**src/rtl/simt_mask_pkg.sv**
```systemverilog
package simt_mask_pkg;
  typedef enum logic [1:0] {
    MC_NONE = 2'b00,
    MC_PUSH = 2'b01,
    MC_FLIP = 2'b10,
    MC_POP  = 2'b11
  } mask_cmd_e;
endpackage

```
**src/rtl/mask_lifo.sv**
```systemverilog
module mask_lifo #(
  parameter int LANES = 32,
  parameter int DEPTH = 8,
  localparam int DW = $clog2(DEPTH + 1),
  localparam int AW = $clog2(DEPTH)
) (
  input  logic             clk,
  input  logic             rst_n,
  input  logic             push_en,
  input  logic             pop_en,
  input  logic [LANES-1:0] wr_mask,
  output logic [LANES-1:0] top_mask,
  output logic [DW-1:0]    level,
  output logic             full,
  output logic             empty
);
  logic [LANES-1:0] slot [DEPTH];
  logic [DW-1:0]    top_idx;

  // one register per entry, written only when it is the next free slot
  for (genvar i = 0; i < DEPTH; i++) begin : g_entry
    logic [LANES-1:0] ent;
    always_ff @(posedge clk or negedge rst_n) begin
      if (!rst_n) ent <= '0;
      else if (push_en && level == DW'(i)) ent <= wr_mask;
    end
    assign slot[i] = ent;
  end

  always_ff @(posedge clk or negedge rst_n) begin
    if (!rst_n)       level <= '0;
    else if (push_en) level <= level + 1'b1;
    else if (pop_en)  level <= level - 1'b1;
  end

  assign full     = (level == DW'(DEPTH));
  assign empty    = (level == '0);
  assign top_idx  = level - 1'b1;
  assign top_mask = empty ? '1 : slot[top_idx[AW-1:0]];

  // stack pointer never passes its bound
  always_comb begin
    if (rst_n) a_r5_level_bound: assert (level <= DW'(DEPTH));
  end
endmodule

```
**src/rtl/mask_next.sv**
```systemverilog
module mask_next
  import simt_mask_pkg::*;
#(
  parameter int LANES = 32
) (
  input  logic             cmd_valid,
  input  logic [1:0]       cmd,
  input  logic [LANES-1:0] pred,
  input  logic [LANES-1:0] cur_mask,
  input  logic [LANES-1:0] parent,
  input  logic             full,
  input  logic             empty,
  output logic [LANES-1:0] nxt_mask,
  output logic             do_push,
  output logic             do_pop,
  output logic             ovf_ev,
  output logic             udf_ev
);
  function automatic logic [LANES-1:0] f_narrow(input logic [LANES-1:0] m,
                                                input logic [LANES-1:0] p);
    return m & p;
  endfunction

  function automatic logic [LANES-1:0] f_other(input logic [LANES-1:0] par,
                                               input logic [LANES-1:0] m);
    return par & ~m;
  endfunction

  mask_cmd_e op;
  assign op = mask_cmd_e'(cmd);

  always_comb begin
    nxt_mask = cur_mask;
    do_push  = 1'b0;
    do_pop   = 1'b0;
    ovf_ev   = 1'b0;
    udf_ev   = 1'b0;
    if (cmd_valid) begin
      unique case (op)
        MC_PUSH: if (full) ovf_ev = 1'b1;
                 else begin do_push = 1'b1; nxt_mask = f_narrow(cur_mask, pred); end
        MC_FLIP: if (empty) udf_ev = 1'b1;
                 else nxt_mask = f_other(parent, cur_mask);
        MC_POP:  if (empty) udf_ev = 1'b1;
                 else begin do_pop = 1'b1; nxt_mask = parent; end
        default: ;
      endcase
    end
  end
endmodule

```
**src/rtl/simt_mask_stack.sv**
```systemverilog
module simt_mask_stack
  import simt_mask_pkg::*;
#(
  parameter int LANES = 32,
  parameter int DEPTH = 8,
  localparam int DW = $clog2(DEPTH + 1)
) (
  input  logic             clk,
  input  logic             rst_n,
  input  logic             cmd_valid,
  input  logic [1:0]       cmd,
  input  logic [LANES-1:0] pred,
  output logic [LANES-1:0] active_mask,
  output logic [DW-1:0]    depth,
  output logic             overflow,
  output logic             underflow,
  output logic             path_empty,
  output logic             path_full
);
  logic [LANES-1:0] mask_q, nxt_mask, parent;
  logic do_push, do_pop, ovf_ev, udf_ev, full, empty;

  mask_lifo #(.LANES(LANES), .DEPTH(DEPTH)) u_lifo (
    .clk(clk), .rst_n(rst_n), .push_en(do_push), .pop_en(do_pop),
    .wr_mask(mask_q), .top_mask(parent), .level(depth),
    .full(full), .empty(empty)
  );

  mask_next #(.LANES(LANES)) u_next (
    .cmd_valid(cmd_valid), .cmd(cmd), .pred(pred), .cur_mask(mask_q),
    .parent(parent), .full(full), .empty(empty), .nxt_mask(nxt_mask),
    .do_push(do_push), .do_pop(do_pop), .ovf_ev(ovf_ev), .udf_ev(udf_ev)
  );

  always_ff @(posedge clk or negedge rst_n) begin
    if (!rst_n) begin
      mask_q    <= '1;
      overflow  <= 1'b0;
      underflow <= 1'b0;
    end else begin
      mask_q    <= nxt_mask;
      overflow  <= ovf_ev;
      underflow <= udf_ev;
    end
  end

  assign active_mask = mask_q;
  assign path_empty  = !empty && (mask_q == '0);
  assign path_full   = !empty && (mask_q == parent);

  // a push only narrows the mask and deepens the stack by one
  a_r2_push_narrows: assert property (@(posedge clk) disable iff (!rst_n)
    (cmd_valid && cmd == 2'b01 && !full) |=>
      ((active_mask & ~$past(active_mask)) == '0) && depth == $past(depth) + 1'b1);
  // the complement path never overlaps the path it replaces
  a_r3_flip_disjoint: assert property (@(posedge clk) disable iff (!rst_n)
    (cmd_valid && cmd == 2'b10 && !empty) |=>
      ((active_mask & $past(active_mask)) == '0) && $stable(depth));
  // a pop returns one level
  a_r4_pop_level: assert property (@(posedge clk) disable iff (!rst_n)
    (cmd_valid && cmd == 2'b11 && !empty) |=> depth == $past(depth) - 1'b1);
  // a refused push keeps the mask and flags overflow
  a_r5_no_overflow: assert property (@(posedge clk) disable iff (!rst_n)
    (cmd_valid && cmd == 2'b01 && full) |=> overflow && $stable(active_mask) && $stable(depth));
  // a refused pop or complement keeps the mask and flags underflow
  a_r6_no_underflow: assert property (@(posedge clk) disable iff (!rst_n)
    (cmd_valid && cmd[1] && empty) |=> underflow && $stable(active_mask) && $stable(depth));
  // no strobe, no change
  a_r9_idle_hold: assert property (@(posedge clk) disable iff (!rst_n)
    !cmd_valid |=> $stable(active_mask) && $stable(depth) && !overflow && !underflow);
endmodule

```
**config.mk**
```make
export PLATFORM = sky130hd
export DESIGN_NAME = simt_mask_stack
export DESIGN_NICKNAME = d
export VERILOG_FILES = /design/src/rtl/simt_mask_pkg.sv /design/src/rtl/mask_lifo.sv /design/src/rtl/mask_next.sv /design/src/rtl/simt_mask_stack.sv
export SDC_FILE = /design/constraint.sdc
export NUM_CORES = 1
export LEC_CHECK = 0
export BUFFER_PORTS_ARGS = -buffer_cell sky130_fd_sc_hd__buf_2
export CORE_MARGIN = 2
export CORE_UTILIZATION = 65
export DETAILED_ROUTE_END_ITERATION = 16
export PLACE_DENSITY_LB_ADDON = 0.1
export SYNTH_ARGS = -nofsm -noshare
export SYNTH_HDL_FRONTEND = slang
export SYNTH_SLANG_ARGS = --single-unit
```
**constraint.sdc**
```tcl
create_clock -name clk -period 5.1 [get_ports clk]
set_input_delay 0 -clock clk [delete_from_list [all_inputs] [get_ports clk]]
set_output_delay 0 -clock clk [all_outputs]
set_load 0.02 [all_outputs]
```
Word level (Yosys, flattened, before mapping)
Index checks and enable logic that the tools add are counted.

Multiplexer cells: 22. Equality and inequality tests: 15. Bitwise operators: 4. Reductions and logical operators: 17. Add/subtract/negate cells: 2. Magnitude comparators: 1.

Operator list (count): $mux 32 (6); $bmux 32 s3 (1); $pmux 32 s3 (1); $and 32x32->32 (2); $eq 32x32->1 (1); $logic_not 32->1 (1); $not 32->32 (1); $eq 4x3->1 const B (4); $mux 1 (12); $logic_and 1x1->1 (10); $eq 4x2->1 const B (2); $mux 4 (2); $ne 2x2->1 const B (3); $reduce_and 5->1 (1); $add 4x1->4 const B (1); $eq 2x2->1 const B (2); $eq 4x1->1 const B (1); $eq 4x4->1 const B (1); $ge 4x4->1 const B (1); $logic_not 4->1 (1); $not 3->4 (1); $sub 4x1->4 const B (1); $reduce_bool 3->1 (1); $eq 2x1->1 const B (1); 3 further kinds (3).

Register bits: 294. Bits of input ports: 37. Output and inout bits: 40.

Depth between registers and ports, before layout
Gate-level depths: netlist of run 1.

Depth after elaboration: 9. Gate-level depth with buffers: 15. Gate-level depth less buffers: 11.

Modules after synthesis
Synthesis of run 1 repeated with hierarchy kept, for this count alone.

Cell total of the unflattened synthesis: 932. Area total of the unflattened synthesis: 13968.4 sq um.

Modules (own cells, without submodules): mask_lifo (area each 11686.2 sq um, cells an instance 693, seq. area each 6506.2 sq um, times used 1); simt_mask_stack (area each 1318.8 sq um, cells an instance 90, seq. area each 890.9 sq um, times used 1); mask_next (area each 963.4 sq um, cells an instance 149, seq. area each 0.0 sq um, times used 1).

Least setup slack after synthesis of run 1
No wires, ideal clock.

Kind: register to output. Start: register u_lifo.level[0]. End: output port path_full. Arrival: 3.918 ns. Path buffers: 5. Stages on the path, launching flop included: 15. Setup slack: 1.182 ns. Data required time: 5.100 ns. Cell sequence: dfrtp_1 -> clkbuf_1 -> buf_6 -> buf_4 -> inv_1 -> ha_1 -> clkbuf_1 -> clkbuf_1 -> mux4_2 -> o22a_1 -> ha_1 -> nand4_1 -> nor4_1 -> nand2_1 -> nor4_1.

Cells in the longest elaborated chain, start to end: 8.

Ends and longest elaborated chain: from (decl) (RTL line mask_lifo.sv:13) `output logic [DW-1:0] level,`; from (signal assigned) (RTL line mask_lifo.sv:32) `else if (push_en) level <= level + 1'b1;`; from (signal assigned) (RTL line mask_lifo.sv:33) `else if (pop_en) level <= level - 1'b1;`; $sub 4x1->4; $not 3->4 (implied by the code) (RTL line mask_lifo.sv:39) `assign top_mask = empty ? '1 : slot[top_idx[AW-1:0]];`; $bmux 32 s3 (RTL line mask_lifo.sv:39); $mux 32 (implied by the code) (2 in series) (RTL line mask_lifo.sv:39); $mux 32 (RTL line mask_lifo.sv:39); $eq 32x32->1 (RTL line simt_mask_stack.sv:49) `assign path_full = !empty && (mask_q == parent);`; $logic_and 1x1->1 * (RTL line simt_mask_stack.sv:49); to (decl) (RTL line simt_mask_stack.sv:18) `output logic path_full`.

Mark *: on every way between the ends. The rest lies on a longest branch, timed or not. The select of a mux whose other input is x is not followed.

Worst setup path after layout of run 1
Ends and elaborated chain as after synthesis.

==> results of run 1 <==
flip-flops by register name, indices dropped and copies added (netlist names):
register / flops
underflow: 1
active_mask: 32
u_lifo.g_entry.ent: 256
overflow: 1
u_lifo.level: 4
cell families after synthesis:
family | share of synthesized area (%)
mux | 13.6
xor+xnor | 0.326
buf+inv | 3.47
fa+ha+maj | 3.45
flops | 55.1
simple gates | 9.81
compound gates | 14.2
routing by layer:
metal	track usage (%)	up-vias	routed length (um)
met2	51.0	375	16400
met5	0	-	0
met4	9.57	0	726
li1	-	4394	-
met1	47.7	4966	14500
met3	5.15	52	2500
layout by cell type, fill, tap and decap left out, types with 3 or more instances in the layout:
cell type	instances
dfrtp_1	261
nand2_1	233
o21ai_0	226
buf_2	75
mux4_2	64
ha_1	36
dlygate4sd3_1	35
a21oi_1	34
nand2b_1	33
o22a_1	32
clkinv_1	32
a221o_1	32
dfstp_2	32
clkbuf_16	31
mux2_1	22
buf_4	15
mux2_2	12
nand4_1	11
nor4_1	11
clkinv_2	8
clkbuf_1	8
nand2_2	7
bufinv_16	5
nor2_1	3
xnor2_1	3
clkbuf_8	3
worst max path at each step:
stage                          startpoint   endpoint  slack (ns)  cells after the start
after global placement    u_lifo.level[0]  path_full        1.25                      9
after global routing      u_lifo.level[0]  path_full        0.33                     11
after CTS                 u_lifo.level[0]  path_full        0.57                     11
after floorplan           u_lifo.level[0]  path_full        1.18                     14
final                     u_lifo.level[0]  path_full        0.49                     11
after detailed placement  u_lifo.level[0]  path_full        1.17                     11
cell usage after synthesis (all sizes together):
library cell,count
a31oi,1
nand3b,2
mux2,34
nor3,3
clkbuf,64
nor2,4
and3b,1
o22a,32
dfrtp,262
nand2b,33
and3,2
inv,3
a21oi,34
o21ai,226
nand4,11
buf,16
xor2,2
nor4,11
ha,37
mux4,64
a221o,32
dfstp,32
clkinv,32
nand3,1
xnor2,3
nand2,240
critical path: stages (launching register included):
cell	delay, ns
dfrtp_4	0.69
inv_1	0.21
ha_4	0.79
buf_4	0.31
mux4_2	0.31
o22a_1	0.24
ha_1	0.31
nand4_1	0.10
nor2_1	0.23
nand2_1	0.16
nor4_1	0.40
buf_2	0.26
layout make-up:
type | count | share of cell area, %
sequential | 294 | 48.1
multi-input combinational | 773 | 36.4
timing repair buffer | 127 | 5.68
clock buffer | 42 | 5.50
tap | 270 | 2.20
clock inverter | 13 | 1.24
inverter | 35 | 0.854
power breakdown:
group	switching, uW	internal [uW]	total [uW]
clock	895	1410	2300
combinational	2320	1800	4120
sequential	684	3340	4020
total	3900	6550	10400
through the flow:
stage	power [uW]	instance area, sq um	worst slack, ns
finish	10400	15400	0.486
floorplan	6760	13400	1.18
detailed placement	8070	14000	1.17
CTS	10400	15400	0.572
global placement	7890	14000	1.25
global route	11100	15400	0.331
==> metrics.yaml, run 1 <==
route:
  routed_via_density: 6.30
  wl_um: 34200
  first_iter_violations: 723
  drtAntennaViolNets: 0
  vias: 9787
  first_pass_iters: 5
  remaining_drc_errors: 0
  wl_per_cell_um: 22.0
yosys:
  yosys.area.top_type_share_pct: 48.9
  ys_ff_latch: 294
  synth_cell_type_count: 30
  seq_area_frac_synth_pct: 55.1
  syn_inst: 1182
  ys_warn_count: 0
  syn_avg_cell_area_sq_um: 11.4
  ys_top_cells_by_area: "dfrtp_1, mux4_2, o21ai_0, nand2_1, dfstp_2"
  synth_area_leader_cell: "dfrtp_1"
  syn_nets: 1256
  syn_area_sq_um: 13400
timing:
  finalCritPeriodShare_pct: 90.5
  final-setup-viol-count: 0
  max-slew-margin-rel_pct: 31.7
  maxSlewViolCount: 0
  clock_skew_ns: 0.0129
  fmax_ghz: 0.217
  hold_slack_ns: 0.118
  min_period_ns: 4.61
  setup_tns_ns: 0
  tightest_slew_ns: 1.03
  rsz0062_at_grt: "no"
  hold_viol: 0
place:
  hpwl_um: 19500
  gp_congestion: 0.798
  portBuffers: 76
  placedCellCount: 1464
setup_path:
  r2r-start: "u_lifo.level[0]"
  crit_arrival_ns: 4.61
  rr_worst_depth: 7
  criticalPathCategory: "reg -> out"
  r2r_slack_ns: 1.85
  cp-end-kind: "output pin"
  worstPathRequired_ns: 5.10
  cp_max_fo: 46
  crit_path_start_kind: "flip-flop"
  reg2reg_to: "active_mask[18]"
clocking:
  insertion_delay_ns: 0.55
  post-cts-setup-buffer-count: 0
  clk_pin_slew_ns: 0.06
  cts.sinks: 294
  h-tree-depth: 1
  cts_root_buffer: "clkbuf_16"
  cts_buffers: 30
  holdBufCountCts: 35
  cts_tree: "done"
  cts.path.max_buffers: 3
  cts_resized: 0
die:
  fp.dieW_um: 148
  start_util_pct: 66.3
  rows: 52
  io-pin-count: 77
  die_h_um: 148
  core_area_sq_um: 20200
  die-area_sq_um: 21800
final_layout:
  areaGrowthSynthToFinish_pct: 14.7
  regArea_sq_um: 7400
  antenna_cells: 0
  drive_above_1_share_pct: 20.2
  multiInputGateArea_sq_um: 5610
  nNetsFinal: 1335
  final_util_pct: 76.1
  nFillCells: 1326
  instances_no_fill: 1554
pwr:
  irDropWorstVdd_v: 0.000654
  powerDensity_nw_per_um2: 679
  p_leak_uw: 0.00696
grt:
  grt_pass1_wl_um: 54700
  antenna_found_initial: 1
  grt_max_degree: 128
  grt_usage_pct: 32.4
  grt_pass1_vias: 10100
  gr-total-overflow: 0
worst_hold_path:
  hold_class: "in -> async"
run:
  cap_violations: 0
outcome:
  status: "finished, final reports clean"
No activity file was read; power rests on OpenSTA's default activity.
==> run 2, diff against run 1 <==
Settings changed: BUFFER_PORTS_ARGS -buffer_cell sky130_fd_sc_hd__buf_2 to -buffer_cell sky130_fd_sc_hd__clkbuf_2.
==> run 2 against run 1 <==
Setup slack better by 0.33 ns. First-iteration DRC count up 6.4%. Count of clock-buffer cells in the layout grew 3. Die area unchanged. Sequential share of layout area down 0.14 points. Clock power about the same. Flip-flop and latch count did not move. Final area grew 0.29%. Combinational power rose by 1%. Global-route usage rose by 0.39 points. Sequential power is essentially flat. Worst hold slack got worse by 0.018 ns.
==> metrics.yaml, run 2 (same netlist as run 1, synthesis figures left out) <==
place:
  portBuffers: 76
  hpwl_um: 19800
  gp_congestion: 0.798
  dp_slack_ns: 1.55
worst_hold_path:
  hold_class: "in -> async"
final_layout:
  nNetsFinal: 1339
  multiInputGateArea_sq_um: 5610
  layout_commonest_cell: "dfrtp_1"
  final_util_pct: 76.3
  areaGrowthSynthToFinish_pct: 15.0
  final_cell_mix: "dfrtp_1, nand2_1, o21ai_0"
  regArea_sq_um: 7400
  antenna_cells: 0
  drive_above_1_share_pct: 20.9
  nFillCells: 1314
  largest_reg_flops: 256
  largest-register: "u_lifo.g_entry.ent"
timing:
  hold_viol: 0
  maxSlewViolCount: 0
  rsz0062_at_grt: "no"
  clock_skew_ns: 0.0103
  fmax_ghz: 0.234
  max-slew-margin-rel_pct: 32.5
  worst_slack_ns: 0.818
  setup_tns_ns: 0
  final-setup-viol-count: 0
  min_period_ns: 4.28
  tightest_slew_ns: 1.01
  hold_slack_ns: 0.100
  finalCritPeriodShare_pct: 84.0
pwr:
  p_leak_uw: 0.00696
  irDropWorstVdd_v: 0.000687
  powerDensity_nw_per_um2: 678
  finalPower_uw: 10500
die:
  rows: 52
  die_h_um: 148
  die-area_sq_um: 21800
  core_area_sq_um: 20200
  fp.dieW_um: 148
  io-pin-count: 77
  start_util_pct: 66.3
run:
  cap_violations: 0
clocking:
  cts_buffers: 31
  cts.path.max_buffers: 3
  cts.sinks: 294
  insertion_delay_ns: 0.56
  clk_pin_slew_ns: 0.06
  cts_tree: "done"
  h-tree-depth: 1
  cts_root_buffer: "clkbuf_16"
  post-cts-setup-buffer-count: 0
route:
  first_iter_violations: 769
  wl_per_cell_um: 22.0
  routed_via_density: 6.29
  vias: 9807
  first_pass_iters: 5
  wl_um: 34400
  drtAntennaViolNets: 0
  remaining_drc_errors: 0
setup_path:
  criticalPathCategory: "reg -> out"
  crit_path_start_kind: "flip-flop"
  worstPathRequired_ns: 5.10
  crit_arrival_ns: 4.28
  cp_max_fo: 43
  cp-end-kind: "output pin"
grt:
  grt_max_degree: 135
  grt_usage_pct: 32.8
  antenna_found_initial: 0
  grt_pass1_wl_um: 55300
  gr-total-overflow: 0
  grt_pass1_vias: 10300
outcome:
  status: "finished, final reports clean"
==> run 2: critical path: stages (launching register included) <==
cell and delay, ns:
dfrtp_1 0.43, inv_1 0.14, ha_4 0.75, buf_4 0.37
mux4_2 0.34, o22a_1 0.23, ha_1 0.29, nand4_1 0.14
nor2_1 0.21, nand2_1 0.15, nor4_1 0.36, clkbuf_2 0.26
==> run 2: worst paths after layout <==
kind                                           startpoint                         to  slack (ns)  cells after the start
worst min register to register  u_lifo.g_entry[5].ent[24]  u_lifo.g_entry[5].ent[24]        0.47                      2
worst min-delay path                                rst_n   u_lifo.g_entry[7].ent[5]        0.10                      2
worst max register to register            u_lifo.level[1]             active_mask[0]        2.21                      7
worst max-delay path                      u_lifo.level[1]                  path_full        0.82                     11
max in group asynchronous                           rst_n  u_lifo.g_entry[2].ent[19]        3.57                      3
min in group clk                                cmd_valid                  underflow        0.30                      3
==> run 2: layout make-up <==
cell class	instances	share of cell area, %
Clock buffer	45	5.95
Inverter	35	0.851
Timing Repair Buffer	130	5.72
Sequential cell	294	48.0
Multi-Input combinational cell	773	36.3
Tap cell	270	2.19
Clock inverter	13	0.997
==> run 2: stage by stage <==
step | std cells | cell area [sq um]
6_report | 1560 | 15400
5_1_grt | 1560 | 15400
4_1_cts | 1560 | 15400
3_5_place_dp | 1467 | 14000
3_3_place_gp | 1467 | 14000
2_1_floorplan | 1182 | 13400
==> run 2: power by group <==
group	switching, uW	internal (uW)	leakage (uW)
clock	919	1400	0.000520
combinational	2360	1800	0.00254
sequential	649	3340	0.00390
total	3920	6540	0.00696
==> run 2: layer usage <==
layer / track usage [%] / up-vias / routed length, um
li1: - / 4404 / -
met4: 9.13 / 0 / 710
met3: 5.80 / 60 / 2490
met5: 0 / - / 0
met2: 53.7 / 370 / 16800
met1: 46.2 / 4973 / 14300
==> run 2: repair_timing <==
action                                  in CTS  in global routing
hold endpoints to repair                   158                  0
endpoints found under the setup margin       0                  0
resized for setup                            0                  0
hold buffers                                35                  0
